[src/rtl/rtw_pkg.sv]
package rtw_pkg;

  localparam int FLG_OVF = 0;
  localparam int FLG_RTI = 1;
  localparam int FLG_N   = 2;

  // Exponent of the shortest real-time period; the longest code uses the
  // full chain width.
  function automatic int rti_base(input int chain_w, input int rate_w);
    return chain_w - (1 << rate_w) + 1;
  endfunction

  // Startup delay expressed in oscillator cycles.
  function automatic int osc_cycles(input int bus_cycles, input int bus_div);
    return bus_cycles * bus_div;
  endfunction

endpackage

[src/rtl/rtw_chain.sv]
module rtw_chain #(
  parameter int W = 18
) (
  input  logic         clk,
  input  logic         por,
  input  logic         clr,
  output logic [W-1:0] cnt
);

  always_ff @(posedge clk or posedge por) begin
    if (por)      cnt <= '0;
    else if (clr) cnt <= '0;
    else          cnt <= cnt + 1'b1;
  end

endmodule

[src/rtl/rtw_taps.sv]
module rtw_taps #(
  parameter int W        = 18,
  parameter int OVF_BITS = 11,
  parameter int RTI_BASE = 15,
  parameter int RATE_W   = 2
) (
  input  logic [W-1:0]      cnt,
  input  logic [RATE_W-1:0] rate_sel,
  input  logic              run,
  output logic              ovf_tick,
  output logic              rti_tick
);

  localparam int NRATE = 1 << RATE_W;

  logic [NRATE-1:0] cand;

  for (genvar g = 0; g < NRATE; g++) begin : g_rate
    assign cand[g] = &cnt[RTI_BASE+g-1:0];
  end

  assign ovf_tick = run & (&cnt[OVF_BITS-1:0]);
  assign rti_tick = run & cand[rate_sel];

endmodule

[src/rtl/rtw_cop.sv]
module rtw_cop #(
  parameter int WD_W = 3
) (
  input  logic clk,
  input  logic por,
  input  logic run,
  input  logic rti_tick,
  input  logic clr,
  output logic timeout
);

  logic [WD_W-1:0] wd_cnt;

  assign timeout = run & rti_tick & ~clr & (&wd_cnt);

  always_ff @(posedge clk or posedge por) begin
    if (por)                         wd_cnt <= '0;
    else if (!run || clr || timeout) wd_cnt <= '0;
    else if (rti_tick)               wd_cnt <= wd_cnt + 1'b1;
  end

endmodule

[src/rtl/rtw_seq.sv]
module rtw_seq #(
  parameter int W         = 18,
  parameter int SHORT_OSC = 32,
  parameter int LONG_OSC  = 8128
) (
  input  logic         clk,
  input  logic         por,
  input  logic         dly_long,
  input  logic [W-1:0] cnt,
  input  logic         timeout,
  output logic         run,
  output logic         release_evt,
  output logic         chain_clr
);

  localparam logic [W-1:0] LAST_SHORT = W'(SHORT_OSC - 1);
  localparam logic [W-1:0] LAST_LONG  = W'(LONG_OSC - 1);

  logic [W-1:0] last_cnt;

  assign last_cnt    = dly_long ? LAST_LONG : LAST_SHORT;
  assign release_evt = ~run & (cnt == last_cnt);
  assign chain_clr   = release_evt | timeout;

  always_ff @(posedge clk or posedge por) begin
    if (por)              run <= 1'b0;
    else if (release_evt) run <= 1'b1;
    else if (timeout)     run <= 1'b0;
  end

endmodule

[src/rtl/rtw_flags.sv]
module rtw_flags #(
  parameter int N = 2
) (
  input  logic         clk,
  input  logic         por,
  input  logic         hold,
  input  logic [N-1:0] set,
  input  logic [N-1:0] ack,
  input  logic [N-1:0] en,
  output logic [N-1:0] flag,
  output logic         irq
);

  for (genvar i = 0; i < N; i++) begin : g_flag
    always_ff @(posedge clk or posedge por) begin
      if (por)         flag[i] <= 1'b0;
      else if (hold)   flag[i] <= 1'b0;
      else if (set[i]) flag[i] <= 1'b1;
      else if (ack[i]) flag[i] <= 1'b0;
    end
  end

  assign irq = |(flag & en);

endmodule

[src/rtl/rtw_timebase.sv]
module rtw_timebase
  import rtw_pkg::*;
#(
  parameter int PRE_BITS  = 3,
  parameter int STAGES    = 15,
  parameter int BYTE_W    = 8,
  parameter int RATE_W    = 2,
  parameter int WD_W      = 3,
  parameter int BUS_DIV   = 2,
  parameter int DLY_SHORT = 16,
  parameter int DLY_LONG  = 4064
) (
  input  logic              clk_osc,
  input  logic              por_in,
  input  logic              dly_long,
  input  logic [RATE_W-1:0] rate_sel,
  input  logic              ovf_en,
  input  logic              rti_en,
  input  logic              ovf_ack,
  input  logic              rti_ack,
  input  logic              cop_clr,
  output logic [BYTE_W-1:0] tick_byte,
  output logic              ovf_flag,
  output logic              rti_flag,
  output logic              irq,
  output logic              sys_rst
);

  localparam int CHAIN_W   = PRE_BITS + STAGES;
  localparam int OVF_BITS  = PRE_BITS + BYTE_W;
  localparam int RTI_BASE  = rti_base(CHAIN_W, RATE_W);
  localparam int SHORT_OSC = osc_cycles(DLY_SHORT, BUS_DIV);
  localparam int LONG_OSC  = osc_cycles(DLY_LONG, BUS_DIV);

  // Named internal events, also used by the bound checker.
  logic [CHAIN_W-1:0] chain_cnt;
  logic               chain_clr;
  logic               run;
  logic               release_evt;
  logic               ovf_tick;
  logic               rti_tick;
  logic               cop_timeout;
  logic [FLG_N-1:0]   flg_set, flg_ack, flg_en, flg_q;

  rtw_chain #(.W(CHAIN_W)) u_chain (
    .clk (clk_osc),
    .por (por_in),
    .clr (chain_clr),
    .cnt (chain_cnt)
  );

  rtw_taps #(
    .W(CHAIN_W), .OVF_BITS(OVF_BITS), .RTI_BASE(RTI_BASE), .RATE_W(RATE_W)
  ) u_taps (
    .cnt      (chain_cnt),
    .rate_sel (rate_sel),
    .run      (run),
    .ovf_tick (ovf_tick),
    .rti_tick (rti_tick)
  );

  rtw_cop #(.WD_W(WD_W)) u_cop (
    .clk      (clk_osc),
    .por      (por_in),
    .run      (run),
    .rti_tick (rti_tick),
    .clr      (cop_clr),
    .timeout  (cop_timeout)
  );

  rtw_seq #(
    .W(CHAIN_W), .SHORT_OSC(SHORT_OSC), .LONG_OSC(LONG_OSC)
  ) u_seq (
    .clk         (clk_osc),
    .por         (por_in),
    .dly_long    (dly_long),
    .cnt         (chain_cnt),
    .timeout     (cop_timeout),
    .run         (run),
    .release_evt (release_evt),
    .chain_clr   (chain_clr)
  );

  always_comb begin
    flg_set          = '0;
    flg_ack          = '0;
    flg_en           = '0;
    flg_set[FLG_OVF] = ovf_tick;
    flg_set[FLG_RTI] = rti_tick;
    flg_ack[FLG_OVF] = ovf_ack;
    flg_ack[FLG_RTI] = rti_ack;
    flg_en[FLG_OVF]  = ovf_en;
    flg_en[FLG_RTI]  = rti_en;
  end

  rtw_flags #(.N(FLG_N)) u_flags (
    .clk  (clk_osc),
    .por  (por_in),
    .hold (~run | cop_timeout),
    .set  (flg_set),
    .ack  (flg_ack),
    .en   (flg_en),
    .flag (flg_q),
    .irq  (irq)
  );

  assign tick_byte = chain_cnt[PRE_BITS +: BYTE_W];
  assign ovf_flag  = flg_q[FLG_OVF];
  assign rti_flag  = flg_q[FLG_RTI];
  assign sys_rst   = ~run;

endmodule

[config.mk]
export PLATFORM = sky130hd
export DESIGN_NAME = rtw_timebase
export DESIGN_NICKNAME = d
export VERILOG_FILES = /design/src/rtl/rtw_pkg.sv /design/src/rtl/rtw_chain.sv /design/src/rtl/rtw_taps.sv /design/src/rtl/rtw_cop.sv /design/src/rtl/rtw_seq.sv /design/src/rtl/rtw_flags.sv /design/src/rtl/rtw_timebase.sv
export SDC_FILE = /design/constraint.sdc
export NUM_CORES = 1
export LEC_CHECK = 0
export CELL_PAD_IN_SITES_DETAIL_PLACEMENT = 0
export CELL_PAD_IN_SITES_GLOBAL_PLACEMENT = 1
export CORE_MARGIN = 2
export CORE_UTILIZATION = 44
export DETAILED_ROUTE_END_ITERATION = 16
export DONT_BUFFER_PORTS = 1
export PLACE_DENSITY = 0.76
export SLEW_MARGIN = 20
export SYNTH_ARGS = -nofsm -noshare
export SYNTH_HDL_FRONTEND = slang
export SYNTH_SLANG_ARGS = --single-unit
export TNS_END_PERCENT = 30
[constraint.sdc]
create_clock -name clk_osc -period 2.94 [get_ports clk_osc]
set_clock_uncertainty 0.05 [all_clocks]
set_input_delay 0.147 -clock clk_osc [delete_from_list [all_inputs] [get_ports clk_osc]]
set_output_delay 0.147 -clock clk_osc [all_outputs]
set_load 0.01 [all_outputs]
; ---- Word level (Yosys, flattened, before mapping)
; Index checks and enable logic that the tools add are counted.
[op_classes]
n_addsub = 2
n_lt_le_gt_ge = 1
n_eq_ne = 1
n_mux = 14
bitwise = 11
n_reduce_logical = 14
[ops]
columns = op, count
row1 = "18-bit by 1-bit adder with 18-bit output, second input constant", 1
row2 = 18-bit equality test, 1
row3 = 18-bit two-way mux, 1
row4 = 18-bit AND reduction, 1
row5 = 17-bit AND reduction, 1
row6 = 16-bit AND reduction, 1
row7 = 15-bit AND reduction, 1
row8 = 13-bit two-way mux, 1
row9 = 11-bit AND reduction, 1
row10 = 1-bit two-way mux, 9
row11 = 1-bit AND, 6
row12 = 3-bit two-way mux, 2
row13 = 3-bit nonzero test, 2
row14 = 2-bit nonzero test, 2
row15 = "3-bit by 1-bit adder with 3-bit output, second input constant", 1
row16 = "2-bit by 3-bit less-than comparator with 1-bit output, second input constant", 1
row17 = 3-bit AND reduction, 1
row18 = 2-bit AND, 1
row19 = 1-bit binary-select mux with 2-bit select, 1
row20 = 1-bit logical OR, 2
row21 = 1-bit NOT, 2
row22 = 1-bit bitwise OR, 2
row23 = 2-bit OR reduction, 1
row24 = 1-bit zero test, 1
[word_totals]
ff_bits = 24
in_bits = 10
word_cells = 48

; ---- Depth between registers and ports, before layout
[logic_depth]
word_depth = 9
ltp_mapped = 10

; ---- Modules after synthesis
; A second synthesis with hierarchy kept.
[hier_totals]
hier_cells = 144
area_unflattened_um2 = 1350.0
[by_module_without_submodules]
columns = module, instances, cells_each, area_per_inst_um2, seq_area_each_um2
row1 = rtw_chain, 1, 87, 869.6, 450.4
row2 = rtw_cop, 1, 18, 178.9, 75.1
row3 = rtw_seq, 1, 17, 135.1, 25.0
row4 = rtw_flags, 1, 10, 92.6, 50.0
row5 = rtw_taps, 1, 10, 63.8, 0.0
row6 = rtw_timebase, 1, 2, 10.0, 0.0

; ---- Worst setup path after synthesis
; No wires, ideal clock.
[synth_path]
path_type = register -> register
startpoint = reg u_chain.cnt[0]
endpoint = reg u_flags.flag[1]
setup_ps = 125
arrival_time_ps = 2337
t_required_ps = 2765
setup_slack_ps = 428
stages_incl_launch_ff = 11
period_less_slack_ps = 2512
path_cell_list = dfrtp_1 ha_1 nand3_1 buf_6 nor4_1 ha_1 nand2b_1 a31o_2 or3_1 buf_2 mux2_4
[synth_via]
elab_chain_cells = 9
elab_cells_between_ends = 14
classes_between = 4 x mux / 5 x bitwise / 5 x reduce/logical
[synth_rtl]
columns = item, line_no
row1 = from (decl), rtw_chain.sv:7  ; output logic [W-1:0] cnt
row2 = from (signal assigned), rtw_chain.sv:13  ; else cnt <= cnt + 1'b1;
row3 = "18-bit AND reduction, or another cell as far along", rtw_taps.sv:19  ; assign cand[g] = &cnt[RTI_BASE+g-1:0];
row4 = 1-bit binary-select mux with 2-bit select *, rtw_taps.sv:23  ; assign rti_tick = run & cand[rate_sel];
row5 = 1-bit two-way mux (not written as such) *, rtw_taps.sv:23
row6 = 1-bit AND *, rtw_taps.sv:23
row7 = 1-bit AND (3 in a row), rtw_cop.sv:14  ; assign timeout = run & rti_tick & ~clr & (&wd_cnt);
row8 = 1-bit bitwise OR, rtw_timebase.sv:99  ; .hold (~run | cop_timeout),
row9 = 3-bit nonzero test (no source line) or 1-bit two-way mux (tied branches), n/a
row10 = "to (signal, indexed assignment)", rtw_flags.sv:16  ; if (por) flag[i] <= 1'b0;
row11 = "to (signal, indexed assignment)", rtw_flags.sv:17  ; else if (hold) flag[i] <= 1'b0;
row12 = "to (signal, indexed assignment)", rtw_flags.sv:18  ; else if (set[i]) flag[i] <= 1'b1;
row13 = to (decl), rtw_flags.sv:10  ; output logic [N-1:0] flag,
; Mark *: on every way between the ends. The rest lies on a longest branch, timed or not. The select of a mux whose other input is x is not followed.
; A chain may end at the register's enable or synchronous reset.

; ---- Worst setup path in the final report
[layout_path]
startpoint = reg u_chain.cnt[8]
endpoint = reg u_flags.flag[1]
; Same word-level chain as after synthesis.

==> summary.md <==
| Metric | Value |
|---|---|
| Yosys cell types | 32 |
| Fin crit share | 88.01% |
| Comb pwr share | under 10% |
| IO Port Bufs | 0 |
| HPWL after DPL | around 2000 µm |
| First-pass GRT wire length | 4416 µm |
| # diodes | 0 |
| Worst-path cell chain | nand4_2 -> nor4_1 -> ha_1 -> nand2b_1 -> a31o_2 -> or3_1 -> mux2_4 |
| Hold path start | cop_clr |
| Synth cell count leaders | dfrtp_1 (24), nor3_1 (16), xnor2_1 (13), nor2_1 (12), buf_4 (9) |
| Die area | approximately 0.0036 mm² |
| Worst path max stage delay | about 0.55 ns |
| CP max-delay cell | dfrtp_1 |
| Maximum vdd drop | around 0.00019 V |
| Clock Sinks | 24 |
| Worst-case clock buffer depth | 2 |
| Leak Pwr | a little under 0.0006 µW |
| Synth top area cells | dfrtp_1 (43%), xnor2_1 (8.1%), nor3_1 (5.7%) |
| #FFs+latches synth | 24 |
| Synth area leader | dfrtp_1 |
| Post-CTS setup buffer count | 0 |
| Worst r2r dst | u_flags.flag[1] |
| Buf/Inv on CP | 0 |
| Nets@finish | 157 |
| Worst Hold Class | in2reg |
| Clock Latency Late Sink | between 0.3 and 0.4 ns |
| Clock transition at the registers of the reported paths | ~0.14 ns |
| Slew @ Worst Pin | between 0.8 and 0.9 ns |
| Sequential power share | 56.2% |
| Critical path class | reg2reg |
| Syn-to-layout area delta | 6.167% |
| Top delay family on crit path | simple AND/OR/NAND/NOR gates |
| Average size of a mapped cell | between 9 and 10 µm² |
| Switch share | 19.52% |
| Synth Instances | 143 |
| Final min period | approximately 2.6 ns |
| Syn nets | around 160 |
| Routed wire length | 2657 µm |
| Final hold viol count | 0 |
| Length of the first detailed-routing pass in iterations | 4 |
| Antenna Nets Post-Route | 0 |
| RSZ-0062 raised after global routing | no |
| Setup tns final | 0 ns |
| Num CTS Buffers | 3 |
| DRC Markers | 0 |
| Overflow after GRT | 0 |
| Final setup viols | 0 |
| Row cnt | 20 |
| Final Wtd Congestion | ~0.78 |
| Iter 0 DRT Violations | 41 |
| Sequential share of the synthesized area | 42.90% |
| Root buf cell | clkbuf_4 |
| Initial antenna violation count | 0 |
| Most used DFF post-synth | dfrtp_1 |
| H-tree depth | 1 |
| Worst-path fanout max | 7 |
| Initial core utilization | around 46% |
| Worst Hold End | u_cop.wd_cnt[0] |
| Status | complete, no violations |
| Total GRT Usage | between 10% and 20% |
| Rel. slew slack | slightly above 40% |
| Min Hold Slack | 0.02020 ns |
| CTS tree | yes |
| Boundary Pins | 22 |
| R2R cell count | 7 |
| Crit. End Element | flip-flop |
| P_sw | between 100 and 150 µW |
| Wire length per cell | approximately 14 µm |
| Startpoint Class | flip-flop |
| Largest net degree at the start of global routing | 25 |
| Most common cell in the netlist | dfrtp_1 |
| Ys async rst share | between 90% and 100% |
| Max Slew Vio Count | 0 |
| Worst R2R Start | u_chain.cnt[8] |
| Die width | between 60 and 70 µm |
| Vias | around 1000 |
| Clock group share of total power | between 40% and 50% |
| CORE AREA | 0.003028 mm² |
| Die Y | approximately 60 µm |
| Number of max-cap violations | 0 |
| Hold Path Cell Cnt | 3 |
| Share of post-route cells with drive strength above 1 | about 11% |
| Critical Path AT | about 2.8 ns |
| Post-Syn Area | ~0.0014 mm² |
| Max frequency | a little under 400 MHz |
| Flop2flop setup slack | between 0.3 and 0.4 ns |
| Vias/cell | approximately 5.4 |
| Cell-internal power | approximately 470 µW |
| Worst EP required | between 3 and 4 ns |
| Number of synthesized flops with an enable pin | 0 |
| P per Cell Area | slightly below 400 mW/mm² |
| Number of synthesis warnings | 0 |
| Synth top area share | about 43% |
| Vias in the first global route | between 1000 and 1500 |
flip-flops by register name (all words and copies together), names as in the netlist:
register	flops
u_flags.flag	2
u_cop.wd_cnt	3
u_chain.cnt	18
u_seq.run	1
worst max-delay path by stage:
stage	slack (ns)	endpoint	cells after the start	startpoint
6_report	0.35	u_flags.flag[1]	7	u_chain.cnt[8]
4_1_cts	0.34	u_flags.flag[1]	7	u_chain.cnt[9]
3_5_place_dp	0.37	u_flags.flag[1]	7	u_chain.cnt[8]
5_1_grt	0.23	u_flags.flag[1]	7	u_chain.cnt[9]
2_1_floorplan	0.43	u_flags.flag[1]	10	u_chain.cnt[0]
3_3_place_gp	0.43	u_flags.flag[1]	7	u_chain.cnt[8]
worst min-delay path, stage by stage:
cell	delay, ns
nand2b_1	0.08
or3_1	0.09
mux2i_1	0.06
placed cells by master, fill, tap and decap left out, types with 3 or more instances in the layout:
| master | count |
|---|---|
| dfrtp_1 | 24 |
| clkbuf_4 | 3 |
| dlygate4sd3_1 | 3 |
| buf_4 | 6 |
| nor3_1 | 16 |
| nor4_1 | 7 |
| inv_1 | 5 |
| mux2i_1 | 3 |
| nand4_1 | 5 |
| nand3_1 | 6 |
| nand2b_1 | 3 |
| nor2_1 | 12 |
| ha_1 | 4 |
| nand2_1 | 8 |
| nor3b_1 | 3 |
| xnor2_1 | 13 |
layout make-up:
class / instances / area [µm²]
Inverter: 5 / 18.77
Multi-Input combinational cell: 100 / 684.4
Fill cell: 290 / 1541
Timing Repair Buffer: 9 / 75.07
Clock buffer: 3 / 22.52
Clock inverter: 1 / 30.03
Sequential cell: 24 / 600.6
Tap cell: 44 / 55.05
routing by layer:
| layer | vias to the layer above | part of all wire (%) | GRT usage [%] |
|---|---|---|---|
| met3 | 4 | 5.1 | 4.478 |
| met5 | - | 0 | 0 |
| met2 | 16 | 48 | 25.47 |
| met1 | 483 | 45 | 20.86 |
| li1 | 502 | - | - |
| met4 | 0 | 1.4 | 6.522 |
cells by family after synthesis:
group | after synthesis | synth area share (%)
buffers and inverters | 19 | 8.222
AO/OA/AOI/OAI | 8 | 5.273
XOR/XNOR | 14 | 8.758
AND/OR/NAND/NOR | 70 | 28.06
multiplexers | 4 | 3.217
flip-flops | 24 | 42.90
adder cells (fa/ha/maj) | 4 | 3.575
timing repair:
item | in CTS | in global routing
endpoints found under the hold margin | 28 | 0
resized for setup | 0 | 0
hold buffers | 3 | 0
power by group through the flow:
stage	clock network [µW]	registers, µW	logic (µW)
finish	244	330	13.7
CTS	251	330	14.4
floorplan	0	336	8.89
detailed placement	0	336	11.2
global route	269	330	16.0
global placement	0	336	11.2
through the flow:
stage	worst slack [ns]	utilization, %	instances	power [µW]	area [µm²]
after floorplan	0.4282	-	143	345.2	1400
after global placement	0.4277	46.36	179	347.6	1404
after detailed placement	0.3694	46.36	179	347.5	1404
after CTS	0.3389	49.09	186	595.9	1486
after global routing	0.2305	49.09	186	615.3	1486
final	0.3526	49.09	186	587.9	1486
(Power assumes the default switching activity.)
